[src/rtl/spi_irq_pkg.sv]
package spi_irq_pkg;
  // Control register, bit 0 is clr_w1c
  typedef struct packed {
    logic rx_ie;
    logic tx_ie;
    logic fifo_mode;
    logic nf_en;
    logic ne_en;
    logic clr_w1c;
  } ctrl_t;

  localparam int NSRC   = 4;  // interrupt sources
  localparam int NFLAG  = 4;  // clear-on-read flags
  localparam int SRC_RX_RDY = 0;
  localparam int SRC_TX_EMP = 1;
  localparam int SRC_RX_NF  = 2;
  localparam int SRC_TX_NE  = 3;
  localparam int FL_RX_OVF  = 0;
  localparam int FL_TX_OVF  = 1;
  localparam int FL_RX_ERR  = 2;
  localparam int FL_TX_ERR  = 3;
endpackage

[src/rtl/sticky_flags.sv]
module sticky_flags #(
  parameter int N = 4
) (
  input  logic         clk,
  input  logic         rst,
  input  logic [N-1:0] set,
  input  logic [N-1:0] wipe,
  input  logic [N-1:0] rd_clr,
  output logic [N-1:0] q
);
  for (genvar i = 0; i < N; i++) begin : g_flag
    always_ff @(posedge clk) begin
      if (rst)            q[i] <= 1'b0;
      else if (wipe[i])   q[i] <= 1'b0;
      else if (set[i])    q[i] <= 1'b1;
      else if (rd_clr[i]) q[i] <= 1'b0;
    end

    // a setting event in the read cycle keeps the flag
    a_r2_set_wins: assert property (@(posedge clk) disable iff (rst)
      (set[i] && !wipe[i]) |=> q[i]);
    // a read of a set flag with no new event clears it
    a_r2_read_clears: assert property (@(posedge clk) disable iff (rst)
      (rd_clr[i] && q[i] && !set[i]) |=> !q[i]);
  end
endmodule

[src/rtl/irq_pend.sv]
module irq_pend #(
  parameter int N = 4
) (
  input  logic         clk,
  input  logic         rst,
  input  logic         w1c_mode,
  input  logic         wipe,
  input  logic [N-1:0] level,
  input  logic [N-1:0] w1c,
  output logic [N-1:0] pend
);
  logic [N-1:0] prev;

  for (genvar i = 0; i < N; i++) begin : g_src
    logic rise;
    assign rise = level[i] & ~prev[i];

    always_ff @(posedge clk) begin
      if (rst) begin
        prev[i] <= 1'b0;
        pend[i] <= 1'b0;
      end else begin
        prev[i] <= level[i];
        if (wipe)          pend[i] <= 1'b0;
        else if (!w1c_mode) pend[i] <= level[i];
        else if (rise)     pend[i] <= 1'b1;
        else if (w1c[i])   pend[i] <= 1'b0;
      end
    end

    // acknowledge clears a pending source when no new edge arrives
    a_r5_ack_clears: assert property (@(posedge clk) disable iff (rst)
      (w1c_mode && w1c[i] && !rise) |=> !pend[i]);
    // a wipe leaves nothing pending
    a_r9_wipe: assert property (@(posedge clk) disable iff (rst)
      wipe |=> !pend[i]);
  end
endmodule

[src/rtl/spi_irq_ctrl.sv]
module spi_irq_ctrl
  import spi_irq_pkg::*;
#(
  parameter int DEPTH = 8,
  parameter int CNT_W = $clog2(DEPTH + 1) + 1
) (
  input  logic             clk,
  input  logic             rst,
  input  logic             ev_rx_data,
  input  logic             ev_tx_write,
  input  logic             rx_full,
  input  logic             tx_full,
  input  logic             rx_ready,
  input  logic             tx_empty,
  input  logic             rx_near_full,
  input  logic             tx_near_empty,
  input  logic [CNT_W-1:0] rx_count,
  input  logic [CNT_W-1:0] tx_count,
  input  logic             bus_wr,
  input  logic             bus_rd,
  input  logic             bus_addr,
  input  logic [5:0]       bus_wdata,
  output logic [7:0]       bus_rdata,
  output logic             irq_tx,
  output logic             irq_rx,
  output logic             flush_rx,
  output logic             flush_tx
);
  localparam logic [CNT_W-1:0] LIMIT = CNT_W'(DEPTH);

  ctrl_t            ctrl;
  logic [NFLAG-1:0] flags;
  logic [NFLAG-1:0] fl_set, fl_wipe, fl_rd;
  logic [NSRC-1:0]  pend, src_level, ack;
  logic             err_rx, err_tx, wipe, rd_clr_reg, wr_clr_reg;

  assign err_rx     = rx_count > LIMIT;
  assign err_tx     = tx_count > LIMIT;
  assign wipe       = err_rx | err_tx;
  assign rd_clr_reg = bus_rd & bus_addr;
  assign wr_clr_reg = bus_wr & bus_addr;

  // Control register
  always_ff @(posedge clk) begin
    if (rst)                    ctrl <= '0;
    else if (bus_wr && !bus_addr) ctrl <= ctrl_t'(bus_wdata);
  end

  // Clear-on-read flags
  always_comb begin
    fl_set             = '0;
    fl_set[FL_RX_OVF]  = ev_rx_data & rx_full;
    fl_set[FL_TX_OVF]  = ev_tx_write & tx_full;
    fl_set[FL_RX_ERR]  = err_rx;
    fl_set[FL_TX_ERR]  = err_tx;
    fl_wipe            = '0;
    fl_wipe[FL_RX_OVF] = wipe;
    fl_wipe[FL_TX_OVF] = wipe;
    fl_rd              = {NFLAG{rd_clr_reg}} & flags;
  end

  sticky_flags #(.N(NFLAG)) u_flags (
    .clk(clk), .rst(rst), .set(fl_set), .wipe(fl_wipe), .rd_clr(fl_rd), .q(flags)
  );

  // Interrupt sources
  always_comb begin
    src_level             = '0;
    src_level[SRC_RX_RDY] = rx_ready;
    src_level[SRC_TX_EMP] = tx_empty;
    src_level[SRC_RX_NF]  = rx_near_full;
    src_level[SRC_TX_NE]  = tx_near_empty;
    ack                   = bus_wdata[NSRC-1:0] & {NSRC{wr_clr_reg}};
  end

  irq_pend #(.N(NSRC)) u_pend (
    .clk(clk), .rst(rst), .w1c_mode(ctrl.clr_w1c), .wipe(wipe),
    .level(src_level), .w1c(ack), .pend(pend)
  );

  // Registered outputs
  always_ff @(posedge clk) begin
    if (rst) begin
      irq_tx    <= 1'b0;
      irq_rx    <= 1'b0;
      flush_rx  <= 1'b0;
      flush_tx  <= 1'b0;
      bus_rdata <= '0;
    end else begin
      irq_tx   <= ctrl.tx_ie & (pend[SRC_TX_EMP] |
                  (ctrl.fifo_mode & ctrl.ne_en & pend[SRC_TX_NE]));
      irq_rx   <= ctrl.rx_ie & (pend[SRC_RX_RDY] |
                  (ctrl.fifo_mode & ctrl.nf_en & pend[SRC_RX_NF]));
      flush_rx <= err_rx;
      flush_tx <= err_tx;
      if (bus_rd) bus_rdata <= bus_addr ? {flags, 4'b0000} : {2'b00, ctrl};
    end
  end

  // overflow capture
  a_r1_rx_ovf: assert property (@(posedge clk) disable iff (rst)
    (ev_rx_data && rx_full && !wipe) |=> flags[FL_RX_OVF]);
  a_r1_tx_ovf: assert property (@(posedge clk) disable iff (rst)
    (ev_tx_write && tx_full && !wipe) |=> flags[FL_TX_OVF]);
  // acknowledge bits read as zero
  a_r3_low_zero: assert property (@(posedge clk) disable iff (rst)
    (bus_rd && bus_addr) |=> bus_rdata[3:0] == 4'b0000);
  // no interrupt without the general enable
  a_r6_tx_gate: assert property (@(posedge clk) disable iff (rst)
    irq_tx |-> $past(ctrl.tx_ie));
  a_r7_rx_gate: assert property (@(posedge clk) disable iff (rst)
    irq_rx |-> $past(ctrl.rx_ie));
  // occupancy fault raises error and flush
  a_r9_rx_err: assert property (@(posedge clk) disable iff (rst)
    err_rx |=> (flags[FL_RX_ERR] && flush_rx));
  a_r9_tx_err: assert property (@(posedge clk) disable iff (rst)
    err_tx |=> (flags[FL_TX_ERR] && flush_tx));
endmodule

[config.mk]
export PLATFORM = sky130hd
export DESIGN_NAME = spi_irq_ctrl
export DESIGN_NICKNAME = d
export VERILOG_FILES = /design/src/rtl/spi_irq_pkg.sv /design/src/rtl/sticky_flags.sv /design/src/rtl/irq_pend.sv /design/src/rtl/spi_irq_ctrl.sv
export SDC_FILE = /design/constraint.sdc
export NUM_CORES = 1
export LEC_CHECK = 0
export CAP_MARGIN = 20
export CELL_PAD_IN_SITES_DETAIL_PLACEMENT = 0
export CELL_PAD_IN_SITES_GLOBAL_PLACEMENT = 1
export CORE_ASPECT_RATIO = 1.75
export CORE_MARGIN = 8
export CORE_UTILIZATION = 33
export CTS_BUF_LIST = sky130_fd_sc_hd__clkbuf_4
export DETAILED_ROUTE_END_ITERATION = 8
export GPL_TIMING_DRIVEN = 1
export PLACE_DENSITY = 0.77
export SLEW_MARGIN = 25
export SYNTH_ARGS = -nofsm -noshare
export SYNTH_HDL_FRONTEND = slang
export SYNTH_SLANG_ARGS = --single-unit
[constraint.sdc]
create_clock -name clk -period 1.01 [get_ports clk]
set_input_delay 0.202 -clock clk [delete_from_list [all_inputs] [get_ports clk]]
set_output_delay 0.202 -clock clk [all_outputs]
set_load 0.01 [all_outputs]
==> results_dict.tcl <==
set metrics [dict create \
    start_util 0.337 \
    clk_latency_ns 0.32 \
    wl_per_cell_microns 13.3 \
    vias 982 \
    clock_path_buffers 2 \
    start_kind "flop" \
    drive_gt1_frac 0.276 \
    synth_fp_nets 143 \
    max-cap-violations 0 \
    synth_ff_type "dfxtp_1" \
    cts_htree_levels 2 \
    grt_pass1_wl_microns 4690 \
    synth_compound_area_frac 0.127 \
    antenna_found_initial 0 \
    fin_skew_ns 0.00406 \
    cts_tree "done" \
    rsz0062_at_grt "no" \
    drt_iter0_markers 15 \
    io_pins 41 \
    gr-usage-all-layers 0.110 \
    post-route-cell-area_sq_mm 0.00174 \
    nets 198 \
    holdPathStages 4 \
    via_per_inst 4.57 \
    syn_inst 114 \
    ir_drop_v 0.000988 \
    path_cells "buf_2" \
    synthToLayoutAreaGrowth_pct 55.3 \
    yosys.area_share.simple 0.233 \
    path_clk_slew_ns 0.08 \
    total_power_w 0.00223 \
    synth_mux_area_frac 0.0713 \
    synth_fa_ha_area_frac 0 \
    rr_worst_depth 3 \
    cp_max_fo 2 \
    cts_root_buf "clkbuf_4" \
    syn_area_sq_mm 0.00112 \
    max_slew_margin 0.824 \
    cp_top_family "flip-flops" \
    drt-total-wl_microns 2860 \
    firstDrtPassIters 4 \
    power.leakage_nw 0.716 \
    synth_seq_cells 30 \
    end_kind "output pin" \
    die_x_microns 60.1 \
    crit_buf_inv 1 \
    reg2reg_to "u_pend.pend[2]" \
    multiInputGateArea_sq_um 526 \
    grt_max_degree 23 \
    gr-total-overflow 0 \
    die-height_microns 93.1 \
    ys_warn_count 0 \
    fin_crit_sh 0.960 \
    holdCritStartpoint "tx_count[1]" \
    whs_ns 0.309 \
    post-place-ws_ns -0.442 \
    power_density_mw_per_mm2 1280 \
    synth.avg_cell_area_sq_um 9.84 \
    antenna_left 0 \
    synth-xor-area-share 0 \
    place_area_sq_mm 0.00164 \
    core_area_sq_mm 0.00333 \
    ys_seq_area_frac 0.535 \
    hold_class "input port to flop" \
    reg2reg_setup_slack_ns 0.20 \
    synth_cell_type_count 20 \
    cts_made_buffers 5 \
    numPortBuffers 40 \
    synth_top_family_by_area "simple AND/OR/NAND/NOR gates" \
    dp_hpwl_microns 2220 \
    tightest_slew_ns 0.264 \
    drv_slew 0 \
    cp.arrival_ns 0.77 \
    holdPathEnd "u_flags.q[1]" \
    layout_commonest_cell "clkdlybuf4s50_1" \
    slowest_stage "dfxtp_2" \
    rows 28 \
    layout_setup_ws_ns 0.0403 \
    hold_violations 0 \
    synth_edf_count 0 \
    place.gp.congestion 0.722 \
    route.detailed.drc 0 \
    clkSinkCount 30 \
    status "finished, final reports clean" \
    fillers 317 \
    grt_pass1_vias 1064 \
    setup.worst_path.class "flop to output pin" \
    async_reset_ff_frac 0 \
    setup_viol 0 \
    period_needed_ns 0.970 \
    n_antenna_cell 0 \
    dieArea_sq_mm 0.00560 \
    mostFrequentLayoutCells "clkdlybuf4s50_1 (22), dfxtp_1 (21), nor2_1 (17)" \
    reg2reg_from "ctrl[0]" \
    critical-path-max-stage-delay_ns 0.32 \
    fmax_mhz 1030 \
    ff_latch_area_sq_um 612 \
    critPathRequiredTime_ns 0.81 \
]
[metrics by stage]
stage                     std cells  TNS [ns]  utilization
final                           215         0        0.524
after global routing            215         0        0.524
after CTS                       212         0        0.503
after detailed placement        204     -9.55        0.492
after global placement          204     -9.22        0.492
after floorplan                 114         0            -
[Yosys cell counts, types with 2 or more instances]
master     n  share of area
a32oi_1    4          0.031
nor3b_1    2          0.013
a21oi_1    8          0.036
mux2i_1    8          0.071
a22oi_1    2          0.013
nand3_1    6          0.027
dfxtp_1   30           0.54
a31oi_1    2          0.011
nor2_1    17          0.057
nor2b_1    7          0.039
nand3b_1   4          0.027
nand2_1    7          0.023
o31ai_2    2          0.022
buf_2      3          0.013
a211oi_1   2          0.013
nand2b_1   6          0.033
[cell type report]
type                       instances  share of cell area
sequential                        30               0.351
multi-input combinational         78               0.302
timing repair buffer              54               0.284
tap                               45              0.0323
clock buffer                       5              0.0215
clock inverter                     3             0.00933
[per-layer routing]
metal  routed length, microns  vias up  track usage
met5                        0        -            0
li1                         -      512            -
met2                     1590       22        0.197
met3                      146        6       0.0344
met4                       79        0       0.0721
met1                     1050      442       0.0998
[worst max-delay path by stage]
stage | startpoint | cells after the start | slack [ns] | end
detailed placement | bus_addr | 5 | -0.44 | ctrl[0]
finish | bus_rdata[6] | 1 | 0.04 | bus_rdata[6]
global route | bus_rdata[4] | 1 | 0.00005 | bus_rdata[4]
CTS | bus_rdata[1] | 1 | 0.006 | bus_rdata[1]
global placement | bus_addr | 5 | -0.41 | ctrl[0]
floorplan | tx_count[1] | 3 | 0.17 | u_flags.q[3]
[kinds of logic after synthesis]
logic type	count (synthesis)
AO/OA/AOI/OAI	20
buffers and inverters	6
flip-flops	30
multiplexers	8
AND/OR/NAND/NOR	50
[flip-flops by register name, indices dropped and copies added, names as in the netlist]
name / cells
irq_tx: 1
ctrl: 6
flush_rx: 1
u_flags.q: 4
bus_rdata: 8
irq_rx: 1
flush_tx: 1
u_pend.prev: 4
u_pend.pend: 4
[power by group]
part | switching (W) | internal, W
sequential | 0.0000266 | 0.00123
combinational | 0.000131 | 0.000206
clock | 0.000384 | 0.000258
total | 0.000541 | 0.00169
[timing repair]
item                       CTS  global route
buffers inserted             0             3
pin swaps                    4             5
hold buffers                 0             0
setup endpoints to repair   28            16
gates resized for setup     66            10
No activity file was read; power rests on OpenSTA's default activity.
